--- src/rtl/syserr_pkg.sv ---
package syserr_pkg;

  typedef enum logic [1:0] {
    XK_READ    = 2'b00,
    XK_POSTED  = 2'b01,
    XK_DELAYED = 2'b10,
    XK_RSVD    = 2'b11
  } xact_kind_e;

  typedef struct packed {
    logic fwd;
    logic tabort;
    logic mabort;
    logic discard;
    logic parity;
  } cause_t;

  localparam int NUM_STS = 2;
  localparam int STS_RCVD = 0;
  localparam int STS_SIG  = 1;

endpackage

--- src/rtl/syserr_retry_ctr.sv ---
module syserr_retry_ctr #(
  parameter int RETRY_LIMIT = 2**24
) (
  input  logic clk,
  input  logic rst,
  input  logic retry_i,
  input  logic done_i,
  output logic exhaust_o
);
  localparam int CNT_W = $clog2(RETRY_LIMIT + 1);
  localparam logic [CNT_W-1:0] LAST = CNT_W'(RETRY_LIMIT - 1);

  logic [CNT_W-1:0] cnt_q;

  // the retry that reaches the limit exhausts the budget; done wins
  assign exhaust_o = retry_i && !done_i && (cnt_q == LAST);

  always_ff @(posedge clk) begin
    if (rst || done_i || exhaust_o) begin
      cnt_q <= '0;
    end else if (retry_i) begin
      cnt_q <= cnt_q + 1'b1;
    end
  end
endmodule

--- src/rtl/syserr_perr_qual.sv ---
module syserr_perr_qual
  import syserr_pkg::*;
(
  input  logic       valid_i,
  input  logic [1:0] kind_i,
  input  logic       on_tgt_i,
  input  logic       on_init_i,
  input  logic       self_tgt_i,
  input  logic       cmd_resp_i,
  input  logic       brc_resp_i,
  output logic       hit_o
);
  logic is_posted;
  logic bus_ok;
  logic resp_ok;

  always_comb begin
    is_posted = (xact_kind_e'(kind_i) == XK_POSTED);
    bus_ok    = on_tgt_i && !on_init_i && !self_tgt_i;
    resp_ok   = cmd_resp_i && brc_resp_i;
    hit_o     = valid_i && is_posted && bus_ok && resp_ok;
  end
endmodule

--- src/rtl/syserr_sticky.sv ---
module syserr_sticky #(
  parameter int N = 2
) (
  input  logic         clk,
  input  logic         rst,
  input  logic [N-1:0] set_i,
  input  logic [N-1:0] clr_i,
  output logic [N-1:0] q_o
);
  for (genvar i = 0; i < N; i++) begin : g_bit
    logic q;
    // set has priority over a same-cycle clear
    always_ff @(posedge clk) begin
      if (rst) begin
        q <= 1'b0;
      end else if (set_i[i]) begin
        q <= 1'b1;
      end else if (clr_i[i]) begin
        q <= 1'b0;
      end
    end
    assign q_o[i] = q;
  end
endmodule

--- src/rtl/bridge_syserr_ctrl.sv ---
module bridge_syserr_ctrl
  import syserr_pkg::*;
#(
  parameter int RETRY_LIMIT = 2**24
) (
  input  logic       clk,
  input  logic       rst,
  input  logic       cmd_syserr_en,
  input  logic       cmd_perr_resp,
  input  logic       brc_fwd_en,
  input  logic       brc_perr_resp,
  input  logic       dn_syserr_n,
  input  logic       pw_tabort,
  input  logic       pw_mabort,
  input  logic       pw_retry,
  input  logic       pw_done,
  input  logic       perr_valid,
  input  logic [1:0] perr_kind,
  input  logic       perr_on_tgt_bus,
  input  logic       perr_on_init_bus,
  input  logic       perr_self_tgt,
  input  logic       clr_rcvd,
  input  logic       clr_sig,
  output logic       syserr_n,
  output logic       pw_discard,
  output logic       sts_rcvd_syserr,
  output logic       sts_sig_syserr
);
  logic         dn_prev_q;
  logic         dn_event;
  logic         exhaust;
  logic         par_hit;
  cause_t       cause;
  logic         fire;
  logic         syserr_n_q;
  logic         discard_q;
  logic [NUM_STS-1:0] sts_set;
  logic [NUM_STS-1:0] sts_clr;
  logic [NUM_STS-1:0] sts_q;

  // falling-edge detection on the downstream input
  always_ff @(posedge clk) begin
    if (rst) dn_prev_q <= 1'b1;
    else     dn_prev_q <= dn_syserr_n;
  end
  assign dn_event = dn_prev_q && !dn_syserr_n;

  syserr_retry_ctr #(.RETRY_LIMIT(RETRY_LIMIT)) u_retry (
    .clk       (clk),
    .rst       (rst),
    .retry_i   (pw_retry),
    .done_i    (pw_done),
    .exhaust_o (exhaust)
  );

  syserr_perr_qual u_perr (
    .valid_i    (perr_valid),
    .kind_i     (perr_kind),
    .on_tgt_i   (perr_on_tgt_bus),
    .on_init_i  (perr_on_init_bus),
    .self_tgt_i (perr_self_tgt),
    .cmd_resp_i (cmd_perr_resp),
    .brc_resp_i (brc_perr_resp),
    .hit_o      (par_hit)
  );

  always_comb begin
    cause.fwd     = dn_event && brc_fwd_en;
    cause.tabort  = pw_tabort;
    cause.mabort  = pw_mabort;
    cause.discard = exhaust;
    cause.parity  = par_hit;
    fire          = cmd_syserr_en && (|cause);
  end

  // registered active-low output, one cycle per firing cycle
  always_ff @(posedge clk) begin
    if (rst) begin
      syserr_n_q <= 1'b1;
      discard_q  <= 1'b0;
    end else begin
      syserr_n_q <= !fire;
      discard_q  <= exhaust;
    end
  end

  always_comb begin
    sts_set[STS_RCVD] = cause.fwd;
    sts_set[STS_SIG]  = fire;
    sts_clr[STS_RCVD] = clr_rcvd;
    sts_clr[STS_SIG]  = clr_sig;
  end

  syserr_sticky #(.N(NUM_STS)) u_sts (
    .clk   (clk),
    .rst   (rst),
    .set_i (sts_set),
    .clr_i (sts_clr),
    .q_o   (sts_q)
  );

  assign syserr_n        = syserr_n_q;
  assign pw_discard      = discard_q;
  assign sts_rcvd_syserr = sts_q[STS_RCVD];
  assign sts_sig_syserr  = sts_q[STS_SIG];
endmodule

--- config.mk ---
export PLATFORM = sky130hd
export DESIGN_NAME = bridge_syserr_ctrl
export DESIGN_NICKNAME = d
export VERILOG_FILES = /design/src/rtl/syserr_pkg.sv /design/src/rtl/syserr_retry_ctr.sv /design/src/rtl/syserr_perr_qual.sv /design/src/rtl/syserr_sticky.sv /design/src/rtl/bridge_syserr_ctrl.sv
export SDC_FILE = /design/constraint.sdc
export NUM_CORES = 1
export LEC_CHECK = 0
export BUFFER_PORTS_ARGS = -buffer_cell sky130_fd_sc_hd__buf_2
export CAP_MARGIN = 30
export CORE_UTILIZATION = 44
export CTS_BUF_LIST = sky130_fd_sc_hd__clkbuf_16
export DETAILED_ROUTE_END_ITERATION = 6
export GPL_ROUTABILITY_DRIVEN = 0
export HOLD_SLACK_MARGIN = 0.06
export SYNTH_ARGS = -nofsm -noshare
export SYNTH_HDL_FRONTEND = slang
export SYNTH_SLANG_ARGS = --single-unit
--- constraint.sdc ---
create_clock -name clk -period 2.8 [get_ports clk]
set_clock_uncertainty 0.15 [all_clocks]
set_input_delay 0.7 -clock clk [delete_from_list [all_inputs] [get_ports clk]]
set_output_delay 0.7 -clock clk [all_outputs]
set_load 0.01 [all_outputs]
==> parameters.txt <==
Parameter                              Value

Timing
  Maximum clock frequency    439 MHz
  Slew at the pin with the worst max-slew slack    0.530 ns
  Total negative setup slack    0 ns
  Worst rel slew slack    0.647
  Final Hold Fails    0
  Time the final worst path needs with I/O delays and setup    2.28 ns
  Max-slew violation count    0
  RSZ-0062 raised after global routing    false
  Final Cycle Share    0.813
  Number of setup violations in the final report    0

Power and ir drop
  Leak Pwr    0.624 nW
  Comb power frac    0.035
  Clock power frac    0.592
  Cell Pwr Density    661 mW/mm2
  Sequential group share of total power    0.374
  Net switching fraction of the power    0.176
  Net switching power of the design    204 uW
  Internal power summed over all cells    959 uW
  Peak VDD IR    361 uV

Clock network
  Number of buffers added for setup after CTS    0
  H-Tree Depth    2
  Clock-pin slew of the registers on the worst-case setup and hold paths    0.05 ns
  Count of hold-fix buffers inserted at cts    0
  TritonCTS clock tree    yes
  Worst skew pair latency    0.27 ns
  Buffer levels on the longest clock path    2
  Number of gates given a new drive strength after cts    0
  Root Driver    sky130_fd_sc_hd__clkbuf_16
  Num CTS Buffers    5
  Number of clock sinks seen by CTS    30

Yosys
  Post-synth cell types    41
  Synthesized Nets    179
  Number of cells produced by synthesis    159
  Synth warn    0
  Sequential area share after synthesis    0.417
  Leading cell types by total area after synthesis    sky130_fd_sc_hd__dfxtp_1, sky130_fd_sc_hd__or4_1, sky130_fd_sc_hd__a21oi_1
  Syn Area/Cell    9.07 um2
  Top-area cell type share of the netlist area    0.417
  Register bit count reported by yosys    30
  Primary FF master, synth    sky130_fd_sc_hd__dfxtp_1
  Top cell type by total area after synthesis    sky130_fd_sc_hd__dfxtp_1
  Proportion of register bits with asynchronous set or reset after synthesis    0
  Post-synthesis instance area    0.00144 mm2
  Number of flops mapped to enable cells by yosys    0

Setup path
  Classification of the worst setup path    in -> reg
  Worst Setup Start Kind    input port
  Arrival time of the worst setup path    2.30 ns
  Data required time of the critical path    2.82 ns
  Critical path fanouts, max    16
  Capturing element type of the critical path    register

Final layout
  Count of antenna diodes in the layout    0
  Layout-stage area growth over the synthesis result    22.1%
  Share of post-route cells with drive strength above 1    0.228
  Nets@finish    203
  Area taken by multi-input logic gates    779 um2
  Seq. cell area    601 um2
  Commonest cells after routing, fill and taps aside    sky130_fd_sc_hd__dfxtp_1, sky130_fd_sc_hd__buf_2, sky130_fd_sc_hd__nor2_1
  Fill cell count    299
  Leading cell type in the layout, fill and taps excluded    sky130_fd_sc_hd__dfxtp_1
  Fin area    0.00176 mm2

Worst hold path
  Hold Path Class    reg -> reg

Drt
  Initial DRT Pass Iterations    4
  DRC errors left    0
  Average routed wire per standard cell    13.4 um
  Final antenna-violating net count    0
  Total detailed-routing wirelength    3050 um
  Average vias per placed instance    5.57
  Iteration-0 DRC Markers    71
  DR vias    1,270

Floorplanning
  Core area    0.00308 mm2
  Die Span Y    59.2 um
  Horizontal die dimension    59.2 um
  Number of rows created at floorplan    20
  Top-Level Pins    23
  Effective utilization at floorplan    0.468
  Die footprint    0.00351 mm2

GRT
  Vias in the first global route    1,262
  Initial antenna violation count    0
  Pin count of the biggest net entering global routing    17
  Wire length of the first global-routing pass    5230 um
  Grt ovf    0
  Global Route Usage Sum    0.206

Job
  Max-capacitance violation count    0

Placement
  Post-Place Cell Area    0.00157 mm2
  Port Buffer Count    22
  Detail Placement HPWL    2180 um

Status
  Run status    completed
==> power groups by stage <==
| stage | clock network, mW | logic (mW) | registers, mW |
|---|---|---|---|
| 2_1_floorplan | 0 | 0.0194 | 0.444 |
| 3_3_place_gp | 0 | 0.0391 | 0.443 |
| 3_5_place_dp | 0 | 0.0407 | 0.443 |
| 4_1_cts | 0.703 | 0.0408 | 0.434 |
| 5_1_grt | 0.719 | 0.0447 | 0.434 |
| 6_report | 0.688 | 0.0403 | 0.435 |
==> per-layer routing <==
metal,global-route usage,vias up,routed length [um]
met5,0,-,0
met4,0.143,0,91
met3,0.0852,7,86
met2,0.327,11,1510
met1,0.221,611,1360
li1,-,641,-
==> per-stage QoR <==
| stage | total power [mW] | worst slack [ns] | cells | util | hold WS, ns |
|---|---|---|---|---|---|
| after CTS | 1.18 | 0.539 | 228 | 0.572 | 0.307 |
| after floorplan | 0.463 | 0.491 | 159 | - | 0.255 |
| after global routing | 1.20 | 0.459 | 228 | 0.572 | 0.325 |
| after global placement | 0.482 | 0.342 | 220 | 0.511 | 0.280 |
| after detailed placement | 0.484 | 0.253 | 220 | 0.511 | 0.294 |
| final | 1.16 | 0.523 | 228 | 0.572 | 0.307 |
==> registers in the layout (all words and copies together), names as in the netlist <==
name	flops
pw_discard	1
dn_prev_q	1
u_sts.g_bit.q	2
syserr_n	1
u_retry.cnt_q	25
==> path summary, 6_finish.rpt <==
check                           slack, ns  depth (start not counted)               from                end
worst max register to register       0.66                          4   u_retry.cnt_q[0]  u_retry.cnt_q[24]
worst min register to register       0.31                          1  u_retry.cnt_q[24]         pw_discard
worst min-delay path                 0.31                          1  u_retry.cnt_q[24]         pw_discard
worst max-delay path                 0.52                          5           pw_retry  u_retry.cnt_q[24]
==> synthesized netlist by cell type (all sizes together) (2+ instances only) <==
cell type	number
buf	4
or4	11
or3	6
inv	3
nor2b	2
nor2	15
nand4	7
xor2	7
nand2	10
xnor2	3
dfxtp	30
o31ai	8
a21oi	13
or2	3
nor3	2
nand3	9
and4	3
and3	3
clkbuf	3
o21ai	6
==> worst max-delay path: stages <==
cell and delay (ns):
sky130_fd_sc_hd__buf_2 0.15, sky130_fd_sc_hd__and4_1 0.34, sky130_fd_sc_hd__nand4_4 0.27, sky130_fd_sc_hd__or4_1 0.62
sky130_fd_sc_hd__and3_1 0.20
==> cell families after synthesis <==
group                      count (synthesis)  synth area share
buffers and inverters                     10            0.0425
muxes                                      1           0.00694
and+or+nand+nor                           76             0.319
DFF                                       30             0.417
xor gates and xnor gates                  10            0.0608
adders and majority gates                  1           0.00868
AOI/OAI and AO/OA                         31             0.145
==> final cells by class <==
cell class,count,share of cell area
Clock buffer,5,0.0711
Clock inverter,3,0.0362
Inverter,3,0.00640
Multi-Input combinational cell,119,0.443
Sequential cell,30,0.341
Tap cell,44,0.0313
Timing Repair Buffer,24,0.0711
(Power assumes the default switching activity.)
